### config.mk
export PLATFORM = sky130hd
export DESIGN_NAME = alu_arith_core
export DESIGN_NICKNAME = d
export VERILOG_FILES = /design/src/rtl/alu_pkg.sv /design/src/rtl/alu_opnd_cond.sv /design/src/rtl/alu_ripple_adder.sv /design/src/rtl/alu_flag_gen.sv /design/src/rtl/alu_status_reg.sv /design/src/rtl/alu_arith_core.sv
export SDC_FILE = /design/constraint.sdc
export NUM_CORES = 1
export LEC_CHECK = 0
export CORE_MARGIN = 4
export CORE_UTILIZATION = 34
export CTS_CLUSTER_SIZE = 12
export DETAILED_ROUTE_END_ITERATION = 8
export PLACE_DENSITY = 0.83
export SLEW_MARGIN = 25
export SYNTH_ARGS = -nofsm -noshare
export SYNTH_HDL_FRONTEND = slang
export SYNTH_SLANG_ARGS = --single-unit
### constraint.sdc
create_clock -name clk -period 7.6 [get_ports clk]
set_input_delay 1.9 -clock clk [delete_from_list [all_inputs] [get_ports clk]]
set_output_delay 1.9 -clock clk [all_outputs]
set_load 0.01 [all_outputs]
### src/rtl/alu_pkg.sv
package alu_pkg;

    typedef enum logic {
        OP_ADC = 1'b0,
        OP_SBC = 1'b1
    } alu_op_e;

    typedef struct packed {
        logic carry;
        logic ovf;
        logic neg;
        logic zero;
    } alu_flags_t;

    localparam alu_flags_t FLAGS_CLEAR = '{carry: 1'b0, ovf: 1'b0, neg: 1'b0, zero: 1'b0};

    // Signed overflow from the sign bits of both adder inputs and of the result
    function automatic logic signed_ovf(input logic a_msb, input logic b_msb, input logic r_msb);
        return (a_msb == b_msb) && (r_msb != a_msb);
    endfunction

endpackage

### src/rtl/alu_opnd_cond.sv
module alu_opnd_cond
    import alu_pkg::*;
#(
    parameter int WIDTH = 8
) (
    input  alu_op_e            op,
    input  logic [WIDTH-1:0]   opnd,
    output logic [WIDTH-1:0]   opnd_cond
);
    logic invert;
    assign invert = (op == OP_SBC);

    for (genvar i = 0; i < WIDTH; i++) begin : g_inv
        assign opnd_cond[i] = opnd[i] ^ invert;
    end
endmodule

### src/rtl/alu_ripple_adder.sv
module alu_ripple_adder #(
    parameter int WIDTH = 8
) (
    input  logic [WIDTH-1:0] x,
    input  logic [WIDTH-1:0] y,
    input  logic             cin,
    output logic [WIDTH-1:0] s,
    output logic             cout
);
    logic [WIDTH:0] chain;
    assign chain[0] = cin;

    for (genvar i = 0; i < WIDTH; i++) begin : g_fa
        logic p;
        assign p          = x[i] ^ y[i];
        assign s[i]       = p ^ chain[i];
        assign chain[i+1] = (x[i] & y[i]) | (p & chain[i]);
    end

    assign cout = chain[WIDTH];
endmodule

### src/rtl/alu_flag_gen.sv
module alu_flag_gen
    import alu_pkg::*;
#(
    parameter int WIDTH = 8
) (
    input  logic [WIDTH-1:0] x,
    input  logic [WIDTH-1:0] y,
    input  logic [WIDTH-1:0] s,
    input  logic             cout,
    output alu_flags_t       flags
);
    localparam int MSB = WIDTH - 1;

    always_comb begin
        flags.carry = cout;
        flags.ovf   = signed_ovf(x[MSB], y[MSB], s[MSB]);
        flags.neg   = s[MSB];
        flags.zero  = (s == '0);
    end
endmodule

### src/rtl/alu_status_reg.sv
module alu_status_reg
    import alu_pkg::*;
#(
    parameter int WIDTH = 8
) (
    input  logic             clk,
    input  logic             rst,
    input  logic             en,
    input  logic [WIDTH-1:0] d_sum,
    input  alu_flags_t       d_flags,
    output logic [WIDTH-1:0] q_sum,
    output alu_flags_t       q_flags
);
    always_ff @(posedge clk) begin
        if (rst) begin
            q_sum   <= '0;
            q_flags <= FLAGS_CLEAR;
        end else if (en) begin
            q_sum   <= d_sum;
            q_flags <= d_flags;
        end
    end


    st_capture_chk: assert property (@(posedge clk) disable iff (rst)
        en |=> (q_sum == $past(d_sum)) && (q_flags == $past(d_flags)));


    st_hold_chk: assert property (@(posedge clk) disable iff (rst)
        !en |=> $stable(q_sum) && $stable(q_flags));


    st_reset_chk: assert property (@(posedge clk)
        rst |=> (q_sum == '0) && (q_flags == FLAGS_CLEAR));
endmodule

### src/rtl/alu_arith_core.sv
module alu_arith_core
    import alu_pkg::*;
#(
    parameter int WIDTH = 8
) (
    input  logic             clk,
    input  logic             rst,
    input  logic             op_sel,
    input  logic [WIDTH-1:0] acc_in,
    input  logic [WIDTH-1:0] opnd_in,
    input  logic             carry_in,
    input  logic             latch_en,
    output logic [WIDTH-1:0] sum_out,
    output logic             carry_out,
    output logic             ovf_out,
    output logic             neg_out,
    output logic             zero_out,
    output logic [WIDTH-1:0] reg_sum,
    output logic             reg_carry,
    output logic             reg_ovf,
    output logic             reg_neg,
    output logic             reg_zero
);
    localparam int MSB = WIDTH - 1;

    alu_op_e          op;
    logic [WIDTH-1:0] opnd_c;
    logic [WIDTH-1:0] sum_w;
    logic             cout_w;
    alu_flags_t       flags_w;
    alu_flags_t       flags_q;

    assign op = alu_op_e'(op_sel);

    alu_opnd_cond #(.WIDTH(WIDTH)) u_cond (
        .op        (op),
        .opnd      (opnd_in),
        .opnd_cond (opnd_c)
    );

    alu_ripple_adder #(.WIDTH(WIDTH)) u_add (
        .x    (acc_in),
        .y    (opnd_c),
        .cin  (carry_in),
        .s    (sum_w),
        .cout (cout_w)
    );

    alu_flag_gen #(.WIDTH(WIDTH)) u_flags (
        .x     (acc_in),
        .y     (opnd_c),
        .s     (sum_w),
        .cout  (cout_w),
        .flags (flags_w)
    );

    alu_status_reg #(.WIDTH(WIDTH)) u_stat (
        .clk     (clk),
        .rst     (rst),
        .en      (latch_en),
        .d_sum   (sum_w),
        .d_flags (flags_w),
        .q_sum   (reg_sum),
        .q_flags (flags_q)
    );

    assign sum_out   = sum_w;
    assign carry_out = flags_w.carry;
    assign ovf_out   = flags_w.ovf;
    assign neg_out   = flags_w.neg;
    assign zero_out  = flags_w.zero;

    assign reg_carry = flags_q.carry;
    assign reg_ovf   = flags_q.ovf;
    assign reg_neg   = flags_q.neg;
    assign reg_zero  = flags_q.zero;


    add_nowrap_chk: assert property (@(posedge clk) disable iff (rst)
        (op_sel == 1'b0 && !carry_out) |-> (sum_out >= acc_in));


    sub_noborrow_chk: assert property (@(posedge clk) disable iff (rst)
        (op_sel == 1'b1 && carry_out) |-> (acc_in >= opnd_in));


    sub_borrow_chk: assert property (@(posedge clk) disable iff (rst)
        (op_sel == 1'b1 && !carry_out) |-> (acc_in <= opnd_in));


    zero_sign_chk: assert property (@(posedge clk) disable iff (rst)
        zero_out |-> !neg_out);


    ovf_sign_chk: assert property (@(posedge clk) disable iff (rst)
        ovf_out |-> (neg_out != acc_in[MSB]));
endmodule

## Word-level counts from Yosys, hierarchy flattened

Index checks and enable logic that the tools add are counted.

| storage, ports and cells | value |
|---|---|
| logic and storage cells | 57 |
| bits in registers | 12 |
| bits of input ports | 21 |
| output and inout bits | 24 |

| operators by class | value |
|---|---|
| bitwise logic cells | 48 |
| reduce and logical (&&, ||, !) cells | 2 |
| eq/ne operators | 2 |

Operators by type and width:

| cell | number |
|---|---|
| $xor A1 B1 Y1 | 24 |
| $and A1 B1 Y1 | 16 |
| $logic_not A8 Y1 | 1 |
| $or A1 B1 Y1 | 8 |
| $eq A1 B1 Y1 | 1 |
| $logic_and A1 B1 Y1 | 1 |
| $ne A1 B1 Y1 | 1 |

## Logic depth before layout (Yosys ltp)

| logic depth | value |
|---|---|
| word-level depth | 19 |
| gate-level depth with buffers | 13 |
| mapped depth without buffers | 12 |

## Hierarchy

Synthesis repeated with hierarchy kept, for this count alone.

| unflattened totals | value |
|---|---|
| cells, all modules | 73 |
| area, all modules | 749.5 µm² |

Modules (own cells, without submodules):

| module | sequential area each (µm²) | area each (µm²) | cells each | times used |
|---|---|---|---|---|
| alu_status_reg | 240.2 | 420.4 | 38 | 1 |
| alu_ripple_adder | 0.0 | 197.7 | 18 | 1 |
| alu_opnd_cond | 0.0 | 81.3 | 9 | 1 |
| alu_flag_gen | 0.0 | 50.0 | 8 | 1 |

## Worst setup path after synthesis

Ideal clock, no wire load.

| timing path | value |
|---|---|
| kind | input-to-output |
| start | input op_sel |
| end | output zero_out |
| cell stages on the path | 13 |
| arrival | 5.846 ns |
| buffers on the path | 1 |
| setup slack | -0.146 ns |
| cell sequence | buf_2 xnor2_1 fa_1 fa_1 fa_1 fa_1 fa_1 fa_1 fa_1 inv_1 fa_1 nand4b_1 nor2_1 |

| between the ends | value |
|---|---|
| longest elaborated chain between the ends | 18 |

Ends and longest elaborated chain:

| what | line | source |
|---|---|---|
| start: declaration | alu_arith_core.sv:8 | `input logic op_sel,` |
| $xor A1 B1 Y1 | alu_opnd_cond.sv:14 | `assign opnd_cond[i] = opnd[i] ^ invert;` |
| $xor A1 B1 Y1 | alu_ripple_adder.sv:15 | `assign p = x[i] ^ y[i];` |
| $and A1 B1 Y1 | alu_ripple_adder.sv:17 | `assign chain[i+1] = (x[i] & y[i]) \| (p & chain[i]);` |
| $or A1 B1 Y1 | alu_ripple_adder.sv:17 |  |
| $and A1 B1 Y1 | alu_ripple_adder.sv:17 |  |
| $or A1 B1 Y1 | alu_ripple_adder.sv:17 |  |
| $and A1 B1 Y1 | alu_ripple_adder.sv:17 |  |
| $or A1 B1 Y1 | alu_ripple_adder.sv:17 |  |
| (+3 left out) | - |  |
| $or A1 B1 Y1 | alu_ripple_adder.sv:17 |  |
| $and A1 B1 Y1 | alu_ripple_adder.sv:17 |  |
| $or A1 B1 Y1 | alu_ripple_adder.sv:17 |  |
| $and A1 B1 Y1 | alu_ripple_adder.sv:17 |  |
| $or A1 B1 Y1 | alu_ripple_adder.sv:17 |  |
| $xor A1 B1 Y1 (*) | alu_ripple_adder.sv:16 | `assign s[i] = p ^ chain[i];` |
| via neg_out | alu_arith_core.sv:16 | `output logic neg_out,` |
| $logic_not A8 Y1 (*) | alu_flag_gen.sv:18 | `flags.zero = (s == '0);` |
| end: declaration | alu_arith_core.sv:17 | `output logic zero_out,` |

Mark *: on every way through the listed nets, which the timed path passes. The rest lies on a longest branch.

## Worst setup path in the final report

| timing path | value |
|---|---|
| start | input acc_in[0] |
| end | output ovf_out |

| between the ends | value |
|---|---|
| longest elaborated chain between the ends | 18 |

Ends and longest elaborated chain:

| what | line | source |
|---|---|---|
| start: declaration | alu_arith_core.sv:9 | `input logic [WIDTH-1:0] acc_in,` |
| $xor A1 B1 Y1 | alu_ripple_adder.sv:15 |  |
| $and A1 B1 Y1 | alu_ripple_adder.sv:17 |  |
| $or A1 B1 Y1 (*) | alu_ripple_adder.sv:17 |  |
| $and A1 B1 Y1 (*) | alu_ripple_adder.sv:17 |  |
| $or A1 B1 Y1 (*) | alu_ripple_adder.sv:17 |  |
| $and A1 B1 Y1 (*) | alu_ripple_adder.sv:17 |  |
| $or A1 B1 Y1 (*) | alu_ripple_adder.sv:17 |  |
| $and A1 B1 Y1 (*) | alu_ripple_adder.sv:17 |  |
| (+2 left out) | - |  |
| $or A1 B1 Y1 (*) | alu_ripple_adder.sv:17 |  |
| $and A1 B1 Y1 (*) | alu_ripple_adder.sv:17 |  |
| $or A1 B1 Y1 (*) | alu_ripple_adder.sv:17 |  |
| $and A1 B1 Y1 (*) | alu_ripple_adder.sv:17 |  |
| $or A1 B1 Y1 (*) | alu_ripple_adder.sv:17 |  |
| $xor A1 B1 Y1 (*) | alu_ripple_adder.sv:16 |  |
| $ne A1 B1 Y1 (*) | alu_pkg.sv:19 | `return (a_msb == b_msb) && (r_msb != a_msb);` |
| $logic_and A1 B1 Y1 (*) | alu_pkg.sv:19 |  |
| end: declaration | alu_arith_core.sv:15 | `output logic ovf_out,` |

Every way passes the cells marked *; elsewhere a longest branch is shown, timed or not.

==> results.toml <==
[timing]
rsz0062_at_grt = "no"
finalHoldViolCount = 0
max_freq_ghz = 0.134
tightest_slew_ns = 0.789
fin_crit_sh_pct = 98.3
setup_viol_count_final = 0
fin_skew_ns = 0
relSlewSlack_pct = 47.2
finalCriticalPeriod_ns = 7.47
worst_slack_ns = 0.129
slew_viol_final = 0
holdWs_ns = 0.499

[clocking]
max-clock-path-buffers = 2
h-tree-depth = 1
hold_buffers = 0
clk-insertion-delay-late_ns = 0.28
cts_sinks = 11
cts-buffers-inserted = 3
cts_root_buf = "clkbuf_4"
tritoncts = "yes"
path_clk_slew_ns = 0.07

[setup_path]
cp.arrival_ns = 5.57
crit_path_start_kind = "primary input"
crit_path_max_fanout = 3
required_ns = 5.70
ff2ff_path_depth = 2
crit_path_frequent_cell = "fa_2"
endpoint_kind = "output port"
cp.buffers_inverters = 5
critPathTopFamily = "adder cells"
crit_chain = "clkdlybuf4s15_2, inv_2, fa_2, fa_2, fa_2, fa_2, fa_2, fa_2, fa_2, inv_2, fa_2, buf_4, xnor2_2, nor2_1, buf_2"
crit_path_max_incr_delay_ns = 0.43
cp_slowest_cell = "fa_2"
path_depth = 15
crit_type = "in -> out"

[global_route]
grt_start_max_net_pins = 20
gr-usage-all-layers_pct = 14.4
antenna_found_initial = 0
grt_overflow = 0
grt_pass1_wl_um = 3590
met2_usage_pct = 28.9
grt-busiest-layer = "met2"
grt_pass1_vias = 799
met1_usage_pct = 13.3
grt_use_met3_pct = 5.29

[placement]
dp_hpwl_um = 1750
dp_slack_ns = -0.842
placed_area_um2 = 1290
io_buffers = 44
gp_congestion = 0.716

[final_layout]
final_nets = 161
antenna_cells = 0
final_area_um2 = 1350
syn_to_final_growth_pct = 68.2
drive_gt1_share_pct = 33.1

[routing]
first_pass_iters = 4
post-route-drc-count = 0
drtIter0Drc = 15
wl_per_cell_um = 13.8
vias_per_cell = 4.52
drtAntennaViolNets = 0
vias = 714
postRouteWirelength_um = 2180

[logic_synthesis]
synth-compound-area-share_pct = 15.0
yosysSeqAreaShare_pct = 27.4
synthAdderAreaFrac_pct = 21.5
syn_area_um2 = 803
synth-simple-area-share_pct = 9.35
synth_cell_types = 17
synth_mux_area_share_pct = 2.49
syn_area_per_cell_um2 = 10.3
ys_warn_count = 0
synth_top_family_by_area = "adder cells"
synth-seq-cells = 11
synthCells = 78
synth_xor_area_share_pct = 9.81
syn-num-nets = 108

[floorplanning]
io_pins = 45
coreArea_um2 = 2230
rows = 17
chipWidth_um = 56.6
start_util_pct = 36.0
die_y_um = 56.6
die-area_um2 = 3200

[power_and_ir_drop]
vdd_drop_max_v = 0.000150
power_density_nw_per_um2 = 191
leakage_nw = 0.577

[hold_path]
min_path_cells = 2
hold_class = "reg -> reg"

[outcome]
outcome = "finished clean"

[run]
drv_cap = 0
==> layer usage <==
| metal | up-vias | part of all wire [%] |
|---|---|---|
| li1 | 342 | - |
| met1 | 346 | 36 |
| met2 | 23 | 57 |
| met3 | 3 | 5.9 |
| met4 | 0 | 1.1 |
| met5 | - | 0 |
==> worst paths after layout <==
check                                      start                        endpoint  slack (ns)
setup / recovery                       acc_in[0]                         ovf_out        0.13
hold / removal    u_stat.q_flags[3]$_SDFFE_PP0P_  u_stat.q_flags[3]$_SDFFE_PP0P_        0.50
setup reg to reg    u_stat.q_sum[5]$_SDFFE_PP0P_    u_stat.q_sum[5]$_SDFFE_PP0P_        6.90
hold reg to reg   u_stat.q_flags[3]$_SDFFE_PP0P_  u_stat.q_flags[3]$_SDFFE_PP0P_        0.50
==> tightest hold or removal path, stage by stage, from the launching register on <==
cell and delay, ns:
dfxtp_1 0.33, mux2i_1 0.06, nor2_1 0.07
==> Yosys cell counts <==
library cell | number | area share [%]
xnor2_1 | 8 | 8.7
ha_1 | 1 | 1.6
inv_1 | 16 | 7.5
a211oi_2 | 7 | 11
mux2i_1 | 2 | 2.5
fa_1 | 8 | 20
buf_4 | 2 | 1.9
xor2_1 | 1 | 1.1
dfxtp_1 | 11 | 27
nand4_1 | 1 | 0.78
buf_6 | 1 | 1.4
buf_12 | 1 | 2.5
nor2_1 | 11 | 5.1
buf_2 | 2 | 1.2
nand4b_1 | 1 | 1.1
nand2b_1 | 3 | 2.3
o32ai_2 | 2 | 4.0
==> sequential cells by signal, indices dropped and copies added (netlist names) <==
name,flops
u_stat.q_flags,3
u_stat.q_sum,8
==> cells by family (layout without fill, tap and decap cells) <==
| logic type | after synthesis | count (layout) |
|---|---|---|
| buffers and inverters | 22 | 74 |
| AND/OR/NAND/NOR | 16 | 16 |
| flip-flops | 11 | 11 |
| adder cells (fa/ha/maj) | 9 | 9 |
| AO/OA/AOI/OAI | 9 | 9 |
| XOR/XNOR | 9 | 9 |
| multiplexers | 2 | 2 |
==> cells in the final DEF, fill, tap and decap left out, drive strengths merged <==
| master | count |
|---|---|
| clkdlybuf4s15 | 1 |
| xor2 | 1 |
| clkbuf | 4 |
| inv | 16 |
| nand4b | 1 |
| dlymetal6s2s | 1 |
| mux2i | 2 |
| nand4 | 1 |
| nor2 | 11 |
| xnor2 | 8 |
| buf | 16 |
| ha | 1 |
| clkdlybuf4s50 | 33 |
| fa | 8 |
| nand2b | 3 |
| dfxtp | 11 |
| a211oi | 7 |
| o32ai | 2 |
| dlygate4sd2 | 3 |
==> final cells by class <==
| type | instances | area [µm²] |
|---|---|---|
| flip-flops and latches | 11 | 220 |
| clock buffers | 4 | 26.3 |
| repair buffers | 54 | 498 |
| inverters | 16 | 60.1 |
| fillers | 204 | 882 |
| multi-input cells | 45 | 512 |
| well taps | 28 | 35.0 |
==> power breakdown <==
part / switching, W / internal [W] / leakage (nW) / total (W)
Sequential: 0.00000346 / 0.0000639 / 0.0910 / 0.0000673
Combinational: 0.0000647 / 0.0000847 / 0.471 / 0.000149
Clock: 0.0000206 / 0.0000204 / 0.0150 / 0.0000411
==> metrics by stage <==
stage | total power, W | TNS (ns) | util [%] | std cells
CTS | 0.000257 | -0.690 | 59.7 | 157
detailed placement | 0.000212 | -3.19 | 57.6 | 151
floorplan | 0.000138 | 0 | - | 78
global route | 0.000275 | 0 | 60.5 | 158
finish | 0.000258 | 0 | 60.5 | 158
global placement | 0.000209 | -2.86 | 57.6 | 151
==> what timing repair did <==
item                                    CTS  global route
setup buffers                             2             1
pin swaps                                11             8
endpoints found under the setup margin    6             4
cloned                                    0             0
resized for setup                        41             2
No activity file was read; power rests on OpenSTA's default activity.
